==> src/rtl/szarith_pkg.sv <==
package szarith_pkg;
  localparam int unsigned WORD_W    = 32;
  localparam int unsigned BYTE_W    = 8;
  localparam int unsigned NIB_W     = 4;
  localparam int unsigned NUM_SIZES = 3;
  localparam int unsigned FLAG_W    = 6;

  typedef enum logic {OP_ADD = 1'b0, OP_SUB = 1'b1} op_e;

  typedef struct packed {
    logic ovf;
    logic sgn;
    logic zro;
    logic aux;
    logic par;
    logic cry;
  } flags_t;

  // Width index: 0 byte, 1 halfword, 2 word (codes 10 and 11)
  function automatic int size_index(input logic [1:0] code);
    case (code)
      2'b00:   size_index = 0;
      2'b01:   size_index = 1;
      default: size_index = 2;
    endcase
  endfunction
endpackage

==> src/rtl/szarith_rst_sync.sv <==
module szarith_rst_sync #(
  parameter int unsigned STAGES = 2
) (
  input  logic clk,
  input  logic rst_n_i,
  output logic rst_n_o
);
  logic [STAGES-1:0] chain_q;

  always_ff @(posedge clk or negedge rst_n_i) begin
    if (!rst_n_i) chain_q <= '0;
    else          chain_q <= {chain_q[STAGES-2:0], 1'b1};
  end

  assign rst_n_o = chain_q[STAGES-1];
endmodule

==> src/rtl/szarith_operand_prep.sv <==
module szarith_operand_prep
  import szarith_pkg::*;
#(
  parameter int unsigned W   = WORD_W,
  parameter int unsigned NSZ = NUM_SIZES
) (
  input  logic [W-1:0]   a_i,
  input  logic [W-1:0]   b_i,
  input  op_e            op_i,
  input  logic [NSZ-1:0] size_sel_i,
  output logic [W-1:0]   a_m_o,
  output logic [W-1:0]   bx_o,
  output logic [W-1:0]   mask_o,
  output logic           cin_o
);
  logic [NSZ-1:0][W-1:0] mask_tab;

  for (genvar g = 0; g < NSZ; g++) begin : g_mask
    assign mask_tab[g] = W'((64'd1 << (BYTE_W << g)) - 64'd1);
  end

  always_comb begin
    mask_o = '0;
    for (int k = 0; k < NSZ; k++) begin
      if (size_sel_i[k]) mask_o = mask_o | mask_tab[k];
    end
    a_m_o = a_i & mask_o;
    bx_o  = (op_i == OP_SUB) ? (~b_i & mask_o) : (b_i & mask_o);
    cin_o = (op_i == OP_SUB);
  end
endmodule

==> src/rtl/szarith_adder.sv <==
module szarith_adder
  import szarith_pkg::*;
#(
  parameter int unsigned W   = WORD_W,
  parameter int unsigned NSZ = NUM_SIZES
) (
  input  logic [W-1:0]   a_i,
  input  logic [W-1:0]   bx_i,
  input  logic           cin_i,
  input  logic [NSZ-1:0] size_sel_i,
  output logic [W-1:0]   sum_o,
  output logic           cout_o,
  output logic           msb_r_o,
  output logic           msb_a_o,
  output logic           msb_b_o
);
  logic [W:0]     full;
  logic [NSZ-1:0] cout_tab, msbr_tab, msba_tab, msbb_tab;

  assign full  = {1'b0, a_i} + {1'b0, bx_i} + {{W{1'b0}}, cin_i};
  assign sum_o = full[W-1:0];

  for (genvar g = 0; g < NSZ; g++) begin : g_width
    localparam int unsigned SW = BYTE_W << g;
    assign cout_tab[g] = full[SW];
    assign msbr_tab[g] = full[SW-1];
    assign msba_tab[g] = a_i[SW-1];
    assign msbb_tab[g] = bx_i[SW-1];
  end

  always_comb begin
    cout_o  = |(cout_tab & size_sel_i);
    msb_r_o = |(msbr_tab & size_sel_i);
    msb_a_o = |(msba_tab & size_sel_i);
    msb_b_o = |(msbb_tab & size_sel_i);
  end
endmodule

==> src/rtl/szarith_flag_eval.sv <==
module szarith_flag_eval
  import szarith_pkg::*;
#(
  parameter int unsigned W = WORD_W
) (
  input  logic [W-1:0] sum_i,
  input  logic [W-1:0] mask_i,
  input  logic         sub_i,
  input  logic         cout_i,
  input  logic         msb_r_i,
  input  logic         msb_a_i,
  input  logic         msb_b_i,
  input  logic         a_nib_i,
  input  logic         bx_nib_i,
  output logic [W-1:0] res_o,
  output flags_t       flags_o
);
  always_comb begin
    res_o       = sum_i & mask_i;
    flags_o.cry = cout_i ^ sub_i;
    flags_o.ovf = (msb_a_i == msb_b_i) && (msb_r_i != msb_a_i);
    flags_o.sgn = msb_r_i;
    flags_o.zro = ~|res_o;
    flags_o.par = ~^res_o[BYTE_W-1:0];
    // carry into the nibble boundary, inverted to a borrow for subtract
    flags_o.aux = a_nib_i ^ bx_nib_i ^ sum_i[NIB_W] ^ sub_i;
  end
endmodule

==> src/rtl/szarith_unit.sv <==
module szarith_unit
  import szarith_pkg::*;
#(
  parameter int unsigned W   = WORD_W,
  parameter int unsigned NSZ = NUM_SIZES,
  parameter int unsigned FW  = FLAG_W
) (
  input  logic          clk,
  input  logic          rst_n,
  input  logic          valid_i,
  input  logic          op_i,
  input  logic [1:0]    size_i,
  input  logic [W-1:0]  a_i,
  input  logic [W-1:0]  b_i,
  output logic [W-1:0]  result_o,
  output logic [FW-1:0] flags_o
);
  logic           rst_sync_n;
  logic [NSZ-1:0] size_sel;
  op_e            op_sel;
  logic [W-1:0]   a_m, bx, mask, sum, res_n;
  logic           cin, cout, msb_r, msb_a, msb_b;
  flags_t         flg_n, flg_d, flg_q;
  logic [W-1:0]   res_d, res_q;

  szarith_rst_sync #(.STAGES(2)) u_rst (
    .clk(clk), .rst_n_i(rst_n), .rst_n_o(rst_sync_n)
  );

  assign op_sel = op_e'(op_i);

  for (genvar k = 0; k < NSZ; k++) begin : g_sel
    assign size_sel[k] = (size_index(size_i) == k);
  end

  szarith_operand_prep #(.W(W), .NSZ(NSZ)) u_prep (
    .a_i(a_i), .b_i(b_i), .op_i(op_sel), .size_sel_i(size_sel),
    .a_m_o(a_m), .bx_o(bx), .mask_o(mask), .cin_o(cin)
  );

  szarith_adder #(.W(W), .NSZ(NSZ)) u_add (
    .a_i(a_m), .bx_i(bx), .cin_i(cin), .size_sel_i(size_sel),
    .sum_o(sum), .cout_o(cout), .msb_r_o(msb_r), .msb_a_o(msb_a), .msb_b_o(msb_b)
  );

  szarith_flag_eval #(.W(W)) u_flag (
    .sum_i(sum), .mask_i(mask), .sub_i(cin), .cout_i(cout),
    .msb_r_i(msb_r), .msb_a_i(msb_a), .msb_b_i(msb_b),
    .a_nib_i(a_m[NIB_W]), .bx_nib_i(bx[NIB_W]),
    .res_o(res_n), .flags_o(flg_n)
  );

  always_comb begin
    res_d = res_q;
    flg_d = flg_q;
    if (valid_i) begin
      res_d = res_n;
      flg_d = flg_n;
    end
  end

  always_ff @(posedge clk or negedge rst_sync_n) begin
    if (!rst_sync_n) begin
      res_q <= '0;
      flg_q <= '0;
    end else begin
      res_q <= res_d;
      flg_q <= flg_d;
    end
  end

  assign result_o = res_q;
  assign flags_o  = FW'(flg_q);
endmodule

==> config.mk <==
export PLATFORM = sky130hd
export DESIGN_NAME = szarith_unit
export DESIGN_NICKNAME = d
export VERILOG_FILES = /design/src/rtl/szarith_pkg.sv /design/src/rtl/szarith_rst_sync.sv /design/src/rtl/szarith_operand_prep.sv /design/src/rtl/szarith_adder.sv /design/src/rtl/szarith_flag_eval.sv /design/src/rtl/szarith_unit.sv
export SDC_FILE = /design/constraint.sdc
export NUM_CORES = 1
export LEC_CHECK = 0
export ABC_CLOCK_PERIOD_IN_PS = 2140
export BUFFER_PORTS_ARGS = -buffer_cell sky130_fd_sc_hd__buf_4
export CAP_MARGIN = 30
export CELL_PAD_IN_SITES_DETAIL_PLACEMENT = 1
export CELL_PAD_IN_SITES_GLOBAL_PLACEMENT = 2
export CORE_UTILIZATION = 34
export DETAILED_ROUTE_END_ITERATION = 10
export GPL_TIMING_DRIVEN = 0
export PLACE_DENSITY = 0.95
export SLEW_MARGIN = 20
export SYNTH_ARGS = -nofsm -noshare
export SYNTH_HDL_FRONTEND = slang
export SYNTH_SLANG_ARGS = --single-unit
export TNS_END_PERCENT = 20
==> constraint.sdc <==
create_clock -name clk -period 2.14 [get_ports clk]
set_input_delay 0.535 -clock clk [delete_from_list [all_inputs] [get_ports clk]]
set_output_delay 0.535 -clock clk [all_outputs]
set_load 0.01 [all_outputs]
==> key figures, run 1 <==
Outcome
  • Result of the run: finished with violations
  • Failing checks: negative setup slack

Detailed routing
  • DR WL/cell: slightly below 20 µm
  • Routed Wire Length: around 17 mm
  • Number of routed nets with antenna violations: 0
  • Average via count per standard cell: 5.46
  • DRC violation count after routing: 0
  • DRT Pass-1 Iters: 4
  • Detailed-route via count: 4686
  • Number of design-rule violations left by the first detailed-router iteration: 169

Clocking
  • Clock tree from TritonCTS: built
  • CTS clk-pin slew, worst paths: around 0.060 ns
  • Source-to-sink clock delay at the later pin of the worst-skew pair: 0.29 ns
  • Number of clock buffers inserted by TritonCTS: 5
  • H-tree depth: 2
  • CTS Buffer Depth: 2
  • Num Clock Sinks: 40
  • Root Driver: sky130_fd_sc_hd__clkbuf_16

Floorplanning
  • Die X-Extent: ~110 µm
  • Starting utilization of the core area: 0.352
  • Top-level port count: 108
  • Placeable Area: 12200 µm²
  • Die height: 114 µm
  • Overall die area: 13000 µm²
  • Number of rows created at floorplan: 40

Global route
  • Antenna violations before repair: 0
  • Wire length of the first global-routing pass: between 20 and 25 mm
  • Via count of the first global-routing pass: 4785
  • Maximum number of pins on one net before global-route repair: 28
  • Remaining global-route overflow: 0
  • GR Util All Layers: 0.243

Final layout
  • # fillers: 1366
  • Share of post-route cells with drive strength above 1: 0.473
  • Area of all placed cells without fillers: 7090 µm²
  • Total Nets Final: 796
  • Area grow syn2layout: 65.4%
  • Post-route core utilization: 0.583
  • Diodes inserted: 0

Placed design
  • Half-perimeter wire length after placement: around 12 mm
  • Weighted congestion reported at the end of routability-driven placement: 0.850
  • Worst slack at placement: -1.91 ns
  • Post-detailed-placement cell area: 5660 µm²
  • PortBufs: 99

Critical path
  • Crit path arrival time: 3.56 ns
  • Source of the worst register-to-register timing path: result_o[12]
  • Start point of the critical path: op_i
  • Nature of the critical path startpoint: input pin
  • Maximum fanout count along the critical path: 8
  • Data required time at the worst endpoint: ~2.3 ns
  • CP Class: input pin to register
  • CP Capture Type: register

Timing
  • Final total negative setup slack: -18.53 ns
  • Max Fclk: 298 MHz
  • Number of pins with negative max-slew slack in the final report: 0
  • Tmin final: around 3.4 ns
  • RSZ-0062 raised after global routing: yes
  • Final hold violation count: 0
  • Final period util: 1.57
  • Transition time at the pin with the least slew margin: 0.640 ns
  • Total setup violations reported at the end of the flow: 30
  • Worst Setup Slack, final: -1.22 ns
  • Worst clock skew: 0.00717 ns
  • Worst max-slew margin expressed relative to the limit: 0.568

Yosys
  • Proportion of register bits with asynchronous set or reset after synthesis: 1.00
  • EDFF count, synth: 0
  • Cell area after synthesis: 4280 µm²
  • Cell with the most instances after synthesis: sky130_fd_sc_hd__nor2_1
  • Warnings from Yosys: 0
  • Count of cell types in the netlist: 74
  • Top cell type by total area after synthesis: sky130_fd_sc_hd__dfrtp_1
  • Synthesized flop and latch total: 40
  • Nets in the synthesized netlist: 637
  • Share of the yosys chip area belonging to registers: 0.234
  • Most area-consuming cells after synthesis: sky130_fd_sc_hd__dfrtp_1 23%, sky130_fd_sc_hd__ha_1 10%, sky130_fd_sc_hd__xnor2_1 7.6%
  • Most instantiated flip-flop cell in the synthesis netlist: sky130_fd_sc_hd__dfrtp_1
  • Gate Count Post-Synth: 531
  • List of most frequent post-synthesis cells: 57 x sky130_fd_sc_hd__nor2_1, 42 x sky130_fd_sc_hd__nand2_1, 40 x sky130_fd_sc_hd__a21oi_1, 40 x sky130_fd_sc_hd__dfrtp_1, 37 x sky130_fd_sc_hd__xnor2_1
  • Share of the synthesized area in the top cell type: 0.234
  • Mean post-synth cell area: 8.07 µm²

Pwr
  • Cell area power density: 619 nW/µm²
  • Peak ir drop on the vdd network: 674 µV
  • Overall Power: around 4.4 mW
  • Total internal power: 2.63 mW
  • Share of total power in the clock network: 0.174
  • Part of the power in combinational logic: 0.595
  • P_leak: approximately 3 nW
  • Net Sw Frac: 0.399
  • Reg power frac: 0.231
  • Power dissipated by switching net loads: between 1.5 and 2 mW

Job
  • Number of max-cap violations: 0

Min path
  • Kind of path behind the tightest hold check: input pin to asynchronous set/reset pin
[flip-flops by register name, indices dropped and copies added (netlist names)]
register / flops
flags_o: 6
result_o: 32
u_rst.chain_q: 2
[cell families after synthesis]
kind of cell	after synthesis	synth area share
flops	40	0.234
fa+ha+maj	36	0.107
compound gates	160	0.264
buf+inv	50	0.0470
mux	11	0.0280
other cells	1	0.000876
simple gates	175	0.199
xor+xnor	58	0.120
[worst paths after layout]
check / end / slack, ns / cells past startpoint
worst min-delay path: u_rst.chain_q[0] / 0.02 / 1
worst max register to register: result_o[12] / 1.23 / 2
worst min register to register: flags_o[3] / 0.16 / 0
min in group clk: u_rst.chain_q[1] / 0.35 / 0
worst max-delay path: flags_o[3] / -1.22 / 16
max in group asynchronous: flags_o[4] / 1.53 / 1
[layer usage]
layer  share of wire  vias to the layer above  global-route usage
li1                -                     2211                   -
met1            0.42                     2316               0.306
met2            0.51                      133               0.442
met3           0.050                       26              0.0434
met4           0.020                        0              0.0329
met5               0                        -                   0
[cell type report]
class                      count  area, µm²  share of cell area
timing repair buffer         152       1210               0.171
clock buffer                   5        125              0.0177
clock inverter                 3       23.8             0.00336
inverter                      16       62.6             0.00883
buffer                        34        384              0.0542
multi-input combinational    441       4070               0.574
sequential                    40       1000               0.141
tap                          168        210              0.0297
[stage by stage]
stage / std cells / hold slack (ns)
after floorplan: 531 / 0.239
after global placement: 798 / 0.318
after detailed placement: 799 / 0.169
after CTS: 828 / 0.0153
after global routing: 859 / 0.0134
final: 859 / 0.0193
[worst max-delay path: stages]
cell                        delay [ns]
sky130_fd_sc_hd__buf_12           0.12
sky130_fd_sc_hd__clkbuf_16        0.17
sky130_fd_sc_hd__xor2_2           0.19
sky130_fd_sc_hd__ha_4             0.23
sky130_fd_sc_hd__buf_6            0.12
sky130_fd_sc_hd__nand4_1          0.11
sky130_fd_sc_hd__o21bai_2         0.11
sky130_fd_sc_hd__buf_4            0.16
sky130_fd_sc_hd__o211a_4          0.25
sky130_fd_sc_hd__a21oi_4          0.28
sky130_fd_sc_hd__buf_6            0.17
sky130_fd_sc_hd__xor2_4           0.17
sky130_fd_sc_hd__nand4b_1         0.13
sky130_fd_sc_hd__nor4bb_2         0.37
sky130_fd_sc_hd__a41oi_2          0.16
sky130_fd_sc_hd__o32ai_2          0.26
[cells in the final DEF, fill, tap and decap left out, types with 14 or more instances in the layout]
cell type	netlist	routed
sky130_fd_sc_hd__a21oi_1	40	20
sky130_fd_sc_hd__and2_1	19	16
sky130_fd_sc_hd__buf_4	0	145
sky130_fd_sc_hd__clkbuf_1	26	14
sky130_fd_sc_hd__dfrtp_1	40	39
sky130_fd_sc_hd__ha_1	35	14
sky130_fd_sc_hd__ha_4	0	15
sky130_fd_sc_hd__inv_1	16	15
sky130_fd_sc_hd__nand2_1	42	36
sky130_fd_sc_hd__nor2_1	57	40
sky130_fd_sc_hd__o21ai_0	28	17
sky130_fd_sc_hd__xnor2_1	37	25
sky130_fd_sc_hd__xor2_1	20	14
[power groups by stage]
| stage | logic, mW | clock network, mW | registers (mW) |
|---|---|---|---|
| after floorplan | 1.19 | 0 | 1.06 |
| after global placement | 1.87 | 0 | 1.02 |
| after detailed placement | 1.94 | 0 | 1.01 |
| after CTS | 2.23 | 0.774 | 1.00 |
| after global routing | 2.79 | 0.801 | 1.02 |
| final | 2.61 | 0.763 | 1.01 |
[repair_timing]
item                                    CTS  global route
hold buffers                              0             0
endpoints found under the setup margin   31            35
setup buffers                            21            30
resized for setup                        68            96
pin swaps                                35            55
cloned                                    0             2
Note: power is estimated with default switching activity, not from simulation.
==> run 2: changes to the inputs <==
--- a/config.mk
+++ b/config.mk
@@ -5,12 +5,13 @@
 export SDC_FILE = /design/constraint.sdc
 export NUM_CORES = 1
 export LEC_CHECK = 0
+export ABC_AREA = 1
 export ABC_CLOCK_PERIOD_IN_PS = 2140
-export BUFFER_PORTS_ARGS = -buffer_cell sky130_fd_sc_hd__buf_4
+export BUFFER_PORTS_ARGS = -buffer_cell sky130_fd_sc_hd__buf_2
 export CAP_MARGIN = 30
 export CELL_PAD_IN_SITES_DETAIL_PLACEMENT = 1
 export CELL_PAD_IN_SITES_GLOBAL_PLACEMENT = 2
-export CORE_UTILIZATION = 34
+export CORE_UTILIZATION = 31
 export DETAILED_ROUTE_END_ITERATION = 10
 export GPL_TIMING_DRIVEN = 0
 export PLACE_DENSITY = 0.95
==> run 2 against run 1 <==
  * The flow still finishes with violations (negative setup slack)
  * Critical path type unchanged
  * Largest power group unchanged
  * Die area rose by 26%
  * Combinational power fell by 11%
  * Critical endpoint unchanged
  * Flip-flop and latch count did not move
  * Clock skew decreased by 0.0047 ns
  * Sequential share of layout area down 0.63 points
  * Clock-buffer cell count rose by 2
  * Largest cell class unchanged
  * Fmax rose by 28%
==> key figures, run 2 <==
Global route
  • GR peak layer: met2
  • Wire length of the first global-routing pass: 29.3 mm
  • Met1 routing resource usage after global routing: 0.297
  • Via count of the first global-routing pass: 5996
  • Remaining global-route overflow: 0
  • Antenna violations before repair: 0
  • GR Util met2: 0.401
  • GR Util All Layers: 0.226
  • Met3 global-route usage: 0.0112
  • Maximum number of pins on one net before global-route repair: 27

Detailed routing
  • DR WL/cell: about 15 µm
  • DRC violation count after routing: 0
  • DRT Pass-1 Iters: 4
  • Routed Wire Length: ~19 mm
  • Detailed-route via count: 5769
  • Number of routed nets with antenna violations: 0
  • Average via count per standard cell: around 4.7
  • Number of design-rule violations left by the first detailed-router iteration: 200

Yosys
  • EDFF count, synth: 0
  • Top cell type by total area after synthesis: sky130_fd_sc_hd__nand2_1
  • Warnings from Yosys: 0
  • Most instantiated flip-flop cell in the synthesis netlist: sky130_fd_sc_hd__dfrtp_1
  • Mean post-synth cell area: around 5.8 µm²
  • List of most frequent post-synthesis cells: 300 x sky130_fd_sc_hd__nand2_1, 130 x sky130_fd_sc_hd__inv_1, 88 x sky130_fd_sc_hd__nor2_1, 51 x sky130_fd_sc_hd__nand3_1, 40 x sky130_fd_sc_hd__dfrtp_1
  • Synthesized flop and latch total: 40
  • Cell with the most instances after synthesis: sky130_fd_sc_hd__nand2_1
  • Cell area after synthesis: 4950 µm²
  • Nets in the synthesized netlist: about 960
  • Share of the synthesized area in the top cell type: 0.227
  • Gate Count Post-Synth: 852
  • Count of cell types in the netlist: 37
  • Proportion of register bits with asynchronous set or reset after synthesis: 1.00
  • Share of the yosys chip area belonging to registers: 0.202
  • Most area-consuming cells after synthesis: sky130_fd_sc_hd__nand2_1 23%, sky130_fd_sc_hd__dfrtp_1 20%, sky130_fd_sc_hd__inv_1 9.8%

Floorplanning
  • Starting utilization of the core area: 0.321
  • Number of rows created at floorplan: 45
  • Overall die area: 16500 µm²
  • Die height: 128 µm
  • Die X-Extent: 128 µm
  • Placeable Area: 15400 µm²
  • Top-level port count: 108

Clocking
  • Clock tree from TritonCTS: built
  • Number of clock buffers inserted by TritonCTS: 5
  • CTS Buffer Depth: 2
  • Num Clock Sinks: 40
  • H-tree depth: 2
  • Root Driver: sky130_fd_sc_hd__clkbuf_16
  • CTS clk-pin slew, worst paths: 0.06 ns
  • Source-to-sink clock delay at the later pin of the worst-skew pair: 0.28 ns

Timing
  • Number of pins with negative max-slew slack in the final report: 0
  • RSZ-0062 raised after global routing: yes
  • Worst max-slew margin expressed relative to the limit: 0.485
  • Tmin final: 2.63 ns
  • Final period util: 1.23
  • Worst Setup Slack, final: -0.487 ns
  • Max Fclk: 381 MHz
  • Total setup violations reported at the end of the flow: 27
  • Transition time at the pin with the least slew margin: 0.773 ns
  • Final hold violation count: 0
  • Worst clock skew: 0.00248 ns

Placed design
  • Cell total after placement: 1163
  • Weighted congestion reported at the end of routability-driven placement: 0.847
  • Worst slack at placement: -1.19 ns
  • PortBufs: 99
  • Half-perimeter wire length after placement: about 14 mm

Final layout
  • Diodes inserted: 0
  • Most frequent cells in the layout: 241 x sky130_fd_sc_hd__nand2_1, 122 x sky130_fd_sc_hd__inv_1, 99 x sky130_fd_sc_hd__buf_2
  • Flip-flop count of the largest register after layout: 32
  • Final Instance Count excl. Fillers: 1218
  • Total Nets Final: 1112
  • Post-route core utilization: 0.481
  • Area grow syn2layout: 49.6%
  • Commonest non-fill, non-tap cell in the layout: sky130_fd_sc_hd__nand2_1
  • Share of post-route cells with drive strength above 1: 0.405

Critical path
  • CP Capture Type: register
  • CP Class: input pin to register
  • Maximum fanout count along the critical path: 6
  • Crit path arrival time: 2.79 ns
  • Data required time at the worst endpoint: 2.31 ns
  • Nature of the critical path startpoint: input pin

Pwr
  • P_leak: 3.96 nW
  • Cell area power density: 567 nW/µm²
  • Peak ir drop on the vdd network: 367 µV

Job
  • Number of max-cap violations: 0

Outcome
  • Result of the run: finished with violations
  • Failing checks: negative setup slack

Min path
  • Kind of path behind the tightest hold check: input pin to asynchronous set/reset pin
run 2: kinds of logic after synthesis:
group,Yosys count,share of synthesized area
xor+xnor,41,0.0725
simple gates,492,0.425
fa+ha+maj,36,0.0924
buf+inv,178,0.138
compound gates,64,0.0697
flops,40,0.202
other cells,1,0.000757
run 2: timing repair:
action | 4_1_cts | 5_1_grt
endpoints found under the setup margin | 30 | 31
pin swaps | 84 | 43
cloned | 1 | 0
hold buffers | 0 | 0
buffers inserted | 37 | 9
resized for setup | 175 | 83
run 2: worst max-delay path, stage by stage:
cell and delay [ns]:
sky130_fd_sc_hd__buf_12 0.12, sky130_fd_sc_hd__buf_12 0.13, sky130_fd_sc_hd__buf_6 0.14, sky130_fd_sc_hd__xnor2_1 0.13, sky130_fd_sc_hd__nor2_1 0.21, sky130_fd_sc_hd__ha_4 0.27
sky130_fd_sc_hd__nand2_4 0.09, sky130_fd_sc_hd__inv_1 0.06, sky130_fd_sc_hd__nand2_1 0.09, sky130_fd_sc_hd__nand2_2 0.07, sky130_fd_sc_hd__o21bai_4 0.18, sky130_fd_sc_hd__nor2_4 0.11
sky130_fd_sc_hd__nand2_1 0.06, sky130_fd_sc_hd__nand2_1 0.08, sky130_fd_sc_hd__nand3_2 0.11, sky130_fd_sc_hd__nand2_1 0.12, sky130_fd_sc_hd__inv_1 0.04, sky130_fd_sc_hd__nand2_1 0.07
sky130_fd_sc_hd__nor2_1 0.05, sky130_fd_sc_hd__nand2_1 0.06, sky130_fd_sc_hd__nand2_1 0.05
run 2: final cells by class:
class	count	area (µm²)
fill	2063	8010
multi-input combinational	634	4250
sequential	40	1000
timing repair buffer	147	926
inverter	151	576
tap	211	264
buffer	27	218
clock buffer	7	153
clock inverter	1	30.0
run 2: final timing paths:
check / startpoint / end / slack, ns / cells past startpoint
max in group asynchronous: u_rst.chain_q[1] / result_o[20] / 1.54 / 1
worst min-delay path: rst_n / u_rst.chain_q[0] / 0.03 / 1
worst max-delay path: op_i / flags_o[3] / -0.49 / 21
worst max register to register: result_o[9] / result_o[9] / 1.43 / 2
worst min register to register: u_rst.chain_q[1] / result_o[13] / 0.16 / 0
min in group clk: u_rst.chain_q[0] / u_rst.chain_q[1] / 0.36 / 0
run 2: per-stage QoR:
| stage | hold WS [ns] | total power [mW] | area [µm²] | setup TNS (ns) |
|---|---|---|---|---|
| 5_1_grt | 0.0195 | 4.48 | 7410 | -8.98 |
| 3_3_place_gp | 0.320 | 2.68 | 5820 | -21.82 |
| 2_1_floorplan | 0.239 | 2.17 | 5060 | -6.50 |
| 3_5_place_dp | 0.162 | 2.74 | 5850 | -23.54 |
| 4_1_cts | 0.0259 | 4.05 | 7020 | -4.41 |
| 6_report | 0.0310 | 4.20 | 7410 | -5.31 |
run 2: per-layer routing:
| metal | up-vias | wire length [µm] |
|---|---|---|
| met2 | 132 | 9040 |
| met4 | 0 | 489 |
| met5 | - | 0 |
| met1 | 2719 | 8360 |
| li1 | 2889 | - |
| met3 | 29 | 769 |
run 2: report_power, final:
part | total, mW | internal (mW) | switching, mW | leakage [nW]
Sequential | 0.969 | 0.889 | 0.0803 | 0.504
Combinational | 2.33 | 1.00 | 1.33 | 3.37
Clock | 0.897 | 0.613 | 0.283 | 0.0901
